==> src/rtl/intArbPkg.sv <==
package intArbPkg;
  typedef enum logic [1:0] {
    KIND_NONE = 2'd0,
    KIND_BUS  = 2'd1,
    KIND_NMI  = 2'd2,
    KIND_INT  = 2'd3
  } takenKind_e;

  typedef enum logic [1:0] {
    MODE_OPCODE = 2'd0,
    MODE_FIXED  = 2'd1,
    MODE_TABLE  = 2'd2
  } intMode_e;

  localparam logic [15:0] NMI_ADDR   = 16'h0066;
  localparam logic [15:0] FIXED_ADDR = 16'h0038;

  // strobes from control to datapath
  typedef struct packed {
    logic     takeBus;
    logic     takeNmi;
    logic     takeInt;
    intMode_e mode;
  } ctlStrobe_t;
endpackage

==> src/rtl/intArbCtrl.sv <==
module intArbCtrl
  import intArbPkg::*;
#(
  parameter int RST_HOLD = 3
) (
  input  logic       clk,
  input  logic       rstN,
  input  logic       busReqN,
  input  logic       nmiN,
  input  logic       intN,
  input  logic       instrEnd,
  input  logic       cycleEnd,
  input  logic       eiCmd,
  input  logic       diCmd,
  input  logic       modeSet,
  input  logic [1:0] modeSel,
  output ctlStrobe_t strobe,
  output logic       iffState
);
  localparam int HOLD_W = $clog2(RST_HOLD + 1);

  logic [HOLD_W-1:0] holdCnt;
  logic              rstHit;
  logic              nmiPrev;
  logic              nmiPend;
  logic              iffReg;
  intMode_e          modeReg;
  logic              nmiFall;
  logic              busWin;
  logic              nmiWin;
  logic              intWin;
  logic              modeLegal;

  always_comb begin
    rstHit    = !rstN && (holdCnt == HOLD_W'(RST_HOLD - 1));
    nmiFall   = nmiPrev && !nmiN;
    busWin    = rstN && !busReqN && cycleEnd;
    nmiWin    = rstN && !busWin && instrEnd && nmiPend;
    intWin    = rstN && !busWin && !nmiWin && instrEnd && !intN && iffReg;
    modeLegal = (modeSel != 2'd3);
  end

  // qualify reset: it acts only after enough consecutive low edges
  always_ff @(posedge clk) begin
    if (rstN) begin
      holdCnt <= '0;
    end else if (!rstHit) begin
      holdCnt <= holdCnt + HOLD_W'(1);
    end
  end

  always_ff @(posedge clk) begin
    if (rstHit) begin
      nmiPrev <= 1'b1;
      nmiPend <= 1'b0;
      iffReg  <= 1'b0;
      modeReg <= MODE_OPCODE;
    end else if (rstN) begin
      nmiPrev <= nmiN;
      if (nmiFall) begin
        nmiPend <= 1'b1;
      end else if (nmiWin) begin
        nmiPend <= 1'b0;
      end
      if (nmiWin || intWin) begin
        iffReg <= 1'b0;
      end else if (diCmd) begin
        iffReg <= 1'b0;
      end else if (eiCmd) begin
        iffReg <= 1'b1;
      end
      if (modeSet && modeLegal) begin
        modeReg <= intMode_e'(modeSel);
      end
    end
  end

  assign strobe.takeBus = busWin;
  assign strobe.takeNmi = nmiWin;
  assign strobe.takeInt = intWin;
  assign strobe.mode    = modeReg;
  assign iffState       = iffReg;
endmodule

==> src/rtl/intArbPath.sv <==
module intArbPath
  import intArbPkg::*;
#(
  parameter int DATA_W = 8
) (
  input  logic                  clk,
  input  ctlStrobe_t            strobe,
  input  logic [DATA_W-1:0]     vecReg,
  input  logic [DATA_W-1:0]     ackData,
  output logic [1:0]            takenKind,
  output logic [2*DATA_W-1:0]   jumpTgt,
  output logic                  execOpcode
);
  localparam int ADDR_W = 2 * DATA_W;

  takenKind_e kindReg;

  always_ff @(posedge clk) begin
    kindReg    <= KIND_NONE;
    jumpTgt    <= '0;
    execOpcode <= 1'b0;
    if (strobe.takeBus) begin
      kindReg <= KIND_BUS;
    end else if (strobe.takeNmi) begin
      kindReg <= KIND_NMI;
      jumpTgt <= ADDR_W'(NMI_ADDR);
    end else if (strobe.takeInt) begin
      kindReg <= KIND_INT;
      case (strobe.mode)
        MODE_OPCODE: execOpcode <= 1'b1;
        MODE_TABLE:  jumpTgt    <= {vecReg, ackData};
        default:     jumpTgt    <= ADDR_W'(FIXED_ADDR);
      endcase
    end
  end

  assign takenKind = kindReg;
endmodule

==> src/rtl/intArbiter.sv <==
module intArbiter
  import intArbPkg::*;
#(
  parameter int DATA_W   = 8,
  parameter int RST_HOLD = 3
) (
  input  logic                clk,
  input  logic                rstN,
  input  logic                busReqN,
  input  logic                nmiN,
  input  logic                intN,
  input  logic                instrEnd,
  input  logic                cycleEnd,
  input  logic                eiCmd,
  input  logic                diCmd,
  input  logic                modeSet,
  input  logic [1:0]          modeSel,
  input  logic [DATA_W-1:0]   vecReg,
  input  logic [DATA_W-1:0]   ackData,
  output logic [1:0]          takenKind,
  output logic [2*DATA_W-1:0] jumpTgt,
  output logic                execOpcode,
  output logic                iffState
);
  ctlStrobe_t strobe;

  intArbCtrl #(.RST_HOLD(RST_HOLD)) ctrl (
    .clk(clk), .rstN(rstN), .busReqN(busReqN), .nmiN(nmiN), .intN(intN),
    .instrEnd(instrEnd), .cycleEnd(cycleEnd), .eiCmd(eiCmd), .diCmd(diCmd),
    .modeSet(modeSet), .modeSel(modeSel), .strobe(strobe), .iffState(iffState)
  );

  intArbPath #(.DATA_W(DATA_W)) path (
    .clk(clk), .strobe(strobe), .vecReg(vecReg), .ackData(ackData),
    .takenKind(takenKind), .jumpTgt(jumpTgt), .execOpcode(execOpcode)
  );
endmodule

==> config.mk <==
export PLATFORM = sky130hd
export DESIGN_NAME = intArbiter
export DESIGN_NICKNAME = d
export VERILOG_FILES = /design/src/rtl/intArbPkg.sv /design/src/rtl/intArbCtrl.sv /design/src/rtl/intArbPath.sv /design/src/rtl/intArbiter.sv
export SDC_FILE = /design/constraint.sdc
export NUM_CORES = 1
export LEC_CHECK = 0
export CAP_MARGIN = 20
export CORE_MARGIN = 2
export CORE_UTILIZATION = 42
export DETAILED_ROUTE_END_ITERATION = 8
export DONT_BUFFER_PORTS = 1
export PLACE_DENSITY = 0.58
export SYNTH_ARGS = -nofsm -noshare
export SYNTH_HDL_FRONTEND = slang
export SYNTH_SLANG_ARGS = --single-unit
==> constraint.sdc <==
create_clock -name clk -period 1.4 [get_ports clk]
set_clock_uncertainty 0.2 [all_clocks]
set_input_delay 0.28 -clock clk [delete_from_list [all_inputs] [get_ports clk]]
set_output_delay 0.28 -clock clk [all_outputs]
set_load 0.02 [all_outputs]
==> impl_metrics.env <==
export IMPL_die_w_um=50.8
export IMPL_criticalPathCategory="reg2reg"
export IMPL_regArea_um2=524
export IMPL_numPortBuffers=0
export IMPL_first_pass_iters=5
export IMPL_drcViolationCount=0
export IMPL_synth_edf_count=0
export IMPL_dp_slack_ns=-0.0699
export IMPL_async_flop_share=0
export IMPL_finalCritPeriodShare=1.07
export IMPL_syn_num_nets=120
export IMPL_hold_start="rstN"
export IMPL_grt_total_usage=0.149
export IMPL_min_delay_path_depth=2
export IMPL_drv_slew=0
export IMPL_antenna_found_initial=0
export IMPL_ys_flop_type="dfxtp_1"
export IMPL_netlist_instances=91
export IMPL_tightest_slew_ns=0.331
export IMPL_wl_per_cell_um=12.3
export IMPL_fin_crit_ns=1.49
export IMPL_core_area_um2=2020
export IMPL_cts_buffer_depth=2
export IMPL_vias_per_cell=4.85
export IMPL_cp_slowest_cell="or3b_4"
export IMPL_yosys_warnings=0
export IMPL_seq_area_frac_synth=0.567
export IMPL_antenna_left=0
export IMPL_vias=708
export IMPL_worstReg2RegEnd="path.execOpcode"
export IMPL_r2r_slack_ns=-0.09
export IMPL_multi_input_area_um2=372
export IMPL_die_h_um=50.8
export IMPL_path_max_fanout=4
export IMPL_grt_pass1_vias=678
export IMPL_layout_drive_gt1_share=0.168
export IMPL_postLayoutCoreUtil=0.608
export IMPL_hold_viol=0
export IMPL_io_pins=48
export IMPL_htree_levels=1
export IMPL_r2r_start="ctrl.iffState"
export IMPL_start_util=0.454
export IMPL_syn_area_per_cell_um2=10.1
export IMPL_clk_pin_slew_ns=0.13
export IMPL_nets=149
export IMPL_cp_arrival_ns=1.54
export IMPL_ys_ff_latch=26
export IMPL_rsz0062_at_grt="true"
export IMPL_status="complete, but fails checks"
export IMPL_synth_top_area_cell="dfxtp_1"
export IMPL_synthDistinctLibCells=24
export IMPL_violations="negative setup slack"
export IMPL_grt_pass1_wl_mm=2.89
export IMPL_rr_worst_depth=3
export IMPL_setup_ws_ns=-0.0930
export IMPL_max_cap_violations=0
export IMPL_synthTopCellsByArea="dfxtp_1 57%, and2_1 7.5%, nor2_1 3.7%, a21oi_1 3.3%, inv_1 2.9%"
export IMPL_slowest_delay_ns=0.40
export IMPL_synth_top_cell_area_share=0.567
export IMPL_cp_start_kind="flip-flop"
export IMPL_syn_area_um2=918
export IMPL_row_count=16
export IMPL_hp_class="in2reg"
export IMPL_finalSetupTns_ns=-0.645
export IMPL_clk_latency_ns=0.31
export IMPL_finalWeightedCongestion=0.716
export IMPL_relSlewSlack=0.778
export IMPL_die_area_um2=2580
export IMPL_path_cells="or3b_4, or3_4, nor3_2"
export IMPL_critPathBufInv=0
export IMPL_irDropWorstVdd_v=0.000834
export IMPL_grt_overflow_total=0
export IMPL_hpwl_mm=1.22
export IMPL_wl_mm=1.80
export IMPL_clock_sink_count=26
export IMPL_cp_num_cells=3
export IMPL_worstPathRequired_ns=1.45
export IMPL_whs_endpoint="ctrl.modeReg[0]"
export IMPL_critical_path_endpoint_type="flip-flop"
export IMPL_fill_cells=175
export IMPL_path_delay_family="simple AND/OR/NAND/NOR gates"
export IMPL_diodes=0
export IMPL_max_freq_ghz=0.670
export IMPL_powerDensity_nw_per_um2=1250
export IMPL_syn_to_final_growth_pct=33.8
export IMPL_drt_iter0_markers=13
export IMPL_numCtsBuffers=3
export IMPL_cts_tree="built"
export IMPL_clockRootBuffer="clkbuf_4"
export IMPL_grt_max_degree=15
export IMPL_setup_viol=14
export IMPL_p_leak_uw=0.000510
==> synth_stat cells (2+ instances only) <==
master / number
clkbuf_1: 2
inv_1: 7
a21oi_1: 6
dfxtp_1: 26
a22o_1: 3
nor2b_1: 2
nor2_1: 9
nand2b_1: 3
a31o_2: 3
nand2_1: 4
o21ai_0: 3
and2_1: 11
==> timing repair <==
| action | CTS | global route |
|---|---|---|
| setup buffers | 0 | 0 |
| setup endpoints to repair | 15 | 19 |
| hold buffers | 19 | 0 |
| resized for setup | 0 | 3 |
| pin swaps | 1 | 1 |
| hold endpoints to repair | 23 | 0 |
==> worst reg2reg max path: cells and delay by family, from the launching register on <==
kind,cells,cell delay (ns)
simple gates,3,0.87
flops,1,0.37
==> through the flow <==
stage | hold slack, ns | power, uW | cells | cell area (um^2)
floorplan | 0.189 | 1110 | 91 | 922
global placement | 0.155 | 1180 | 123 | 1000
detailed placement | 0.158 | 1190 | 123 | 1000
CTS | 0.000450 | 1540 | 146 | 1220
global route | 0.00130 | 1650 | 146 | 1230
finish | 0.00629 | 1530 | 146 | 1230
==> layout make-up <==
type / instances / area share
clock buffers: 4 / 0.0214
flip-flops and latches: 26 / 0.427
repair buffers: 26 / 0.201
inverters: 7 / 0.0214
multi-input cells: 56 / 0.302
well taps: 27 / 0.0275
==> registers in the layout, summed over array words and instances, names as in the netlist <==
register and cells:
path.jumpTgt 16, ctrl.holdCnt 2, ctrl.modeReg 2, path.takenKind 2, ctrl.iffState 1, ctrl.nmiPend 1, ctrl.nmiPrev 1, path.execOpcode 1
==> cell families (layout without fill, tap and decap cells) <==
kind of cell,Yosys count,in the layout,share of synthesized area
AND/OR/NAND/NOR,35,35,0.234
adder cells (fa/ha/maj),1,1,0.0136
buffers and inverters,9,37,0.0368
XOR/XNOR,1,1,0.00954
flip-flops,26,26,0.567
AO/OA/AOI/OAI,19,19,0.139
==> power breakdown <==
part           switching (uW)  internal (uW)
logic                     179            180
clock network             200            111
registers                49.4            814
==> worst max path at each step <==
stage	start	to	slack, ns
finish	ctrl.iffState	path.execOpcode	-0.09
CTS	ctrl.iffState	path.execOpcode	-0.10
floorplan	ctrl.iffState	path.execOpcode	-0.09
global placement	ctrl.iffState	path.execOpcode	-0.05
global route	ctrl.iffState	path.execOpcode	-0.15
detailed placement	ctrl.iffState	path.execOpcode	-0.07
==> routing by layer <==
layer  track usage  routed length (um)
met5             0                   0
met4        0.0541                  19
met3        0.0476                 142
met2         0.265                 898
met1         0.165                 739
==> layout by cell type (no fill, tap or decap) <==
cell type / instances
dfxtp_1: 25
dlygate4sd3_1: 19
and2_1: 10
nor2_1: 9
inv_1: 7
a21oi_1: 6
buf_4: 6
nand2_1: 4
nand2b_1: 3
o21ai_0: 3
a31o_2: 3
a22o_1: 3
clkbuf_4: 3
nor2b_1: 2
or3b_4: 1
nor4_4: 1
or2b_1: 1
a211oi_2: 1
or3_4: 1
nor3_2: 1
nor3_1: 1
and2_4: 1
o22ai_1: 1
xor2_1: 1
o211ai_1: 1
o32ai_1: 1
ha_1: 1
clkbuf_1: 1
dfxtp_4: 1
buf_6: 1
Power figures use the tool's default switching activity.
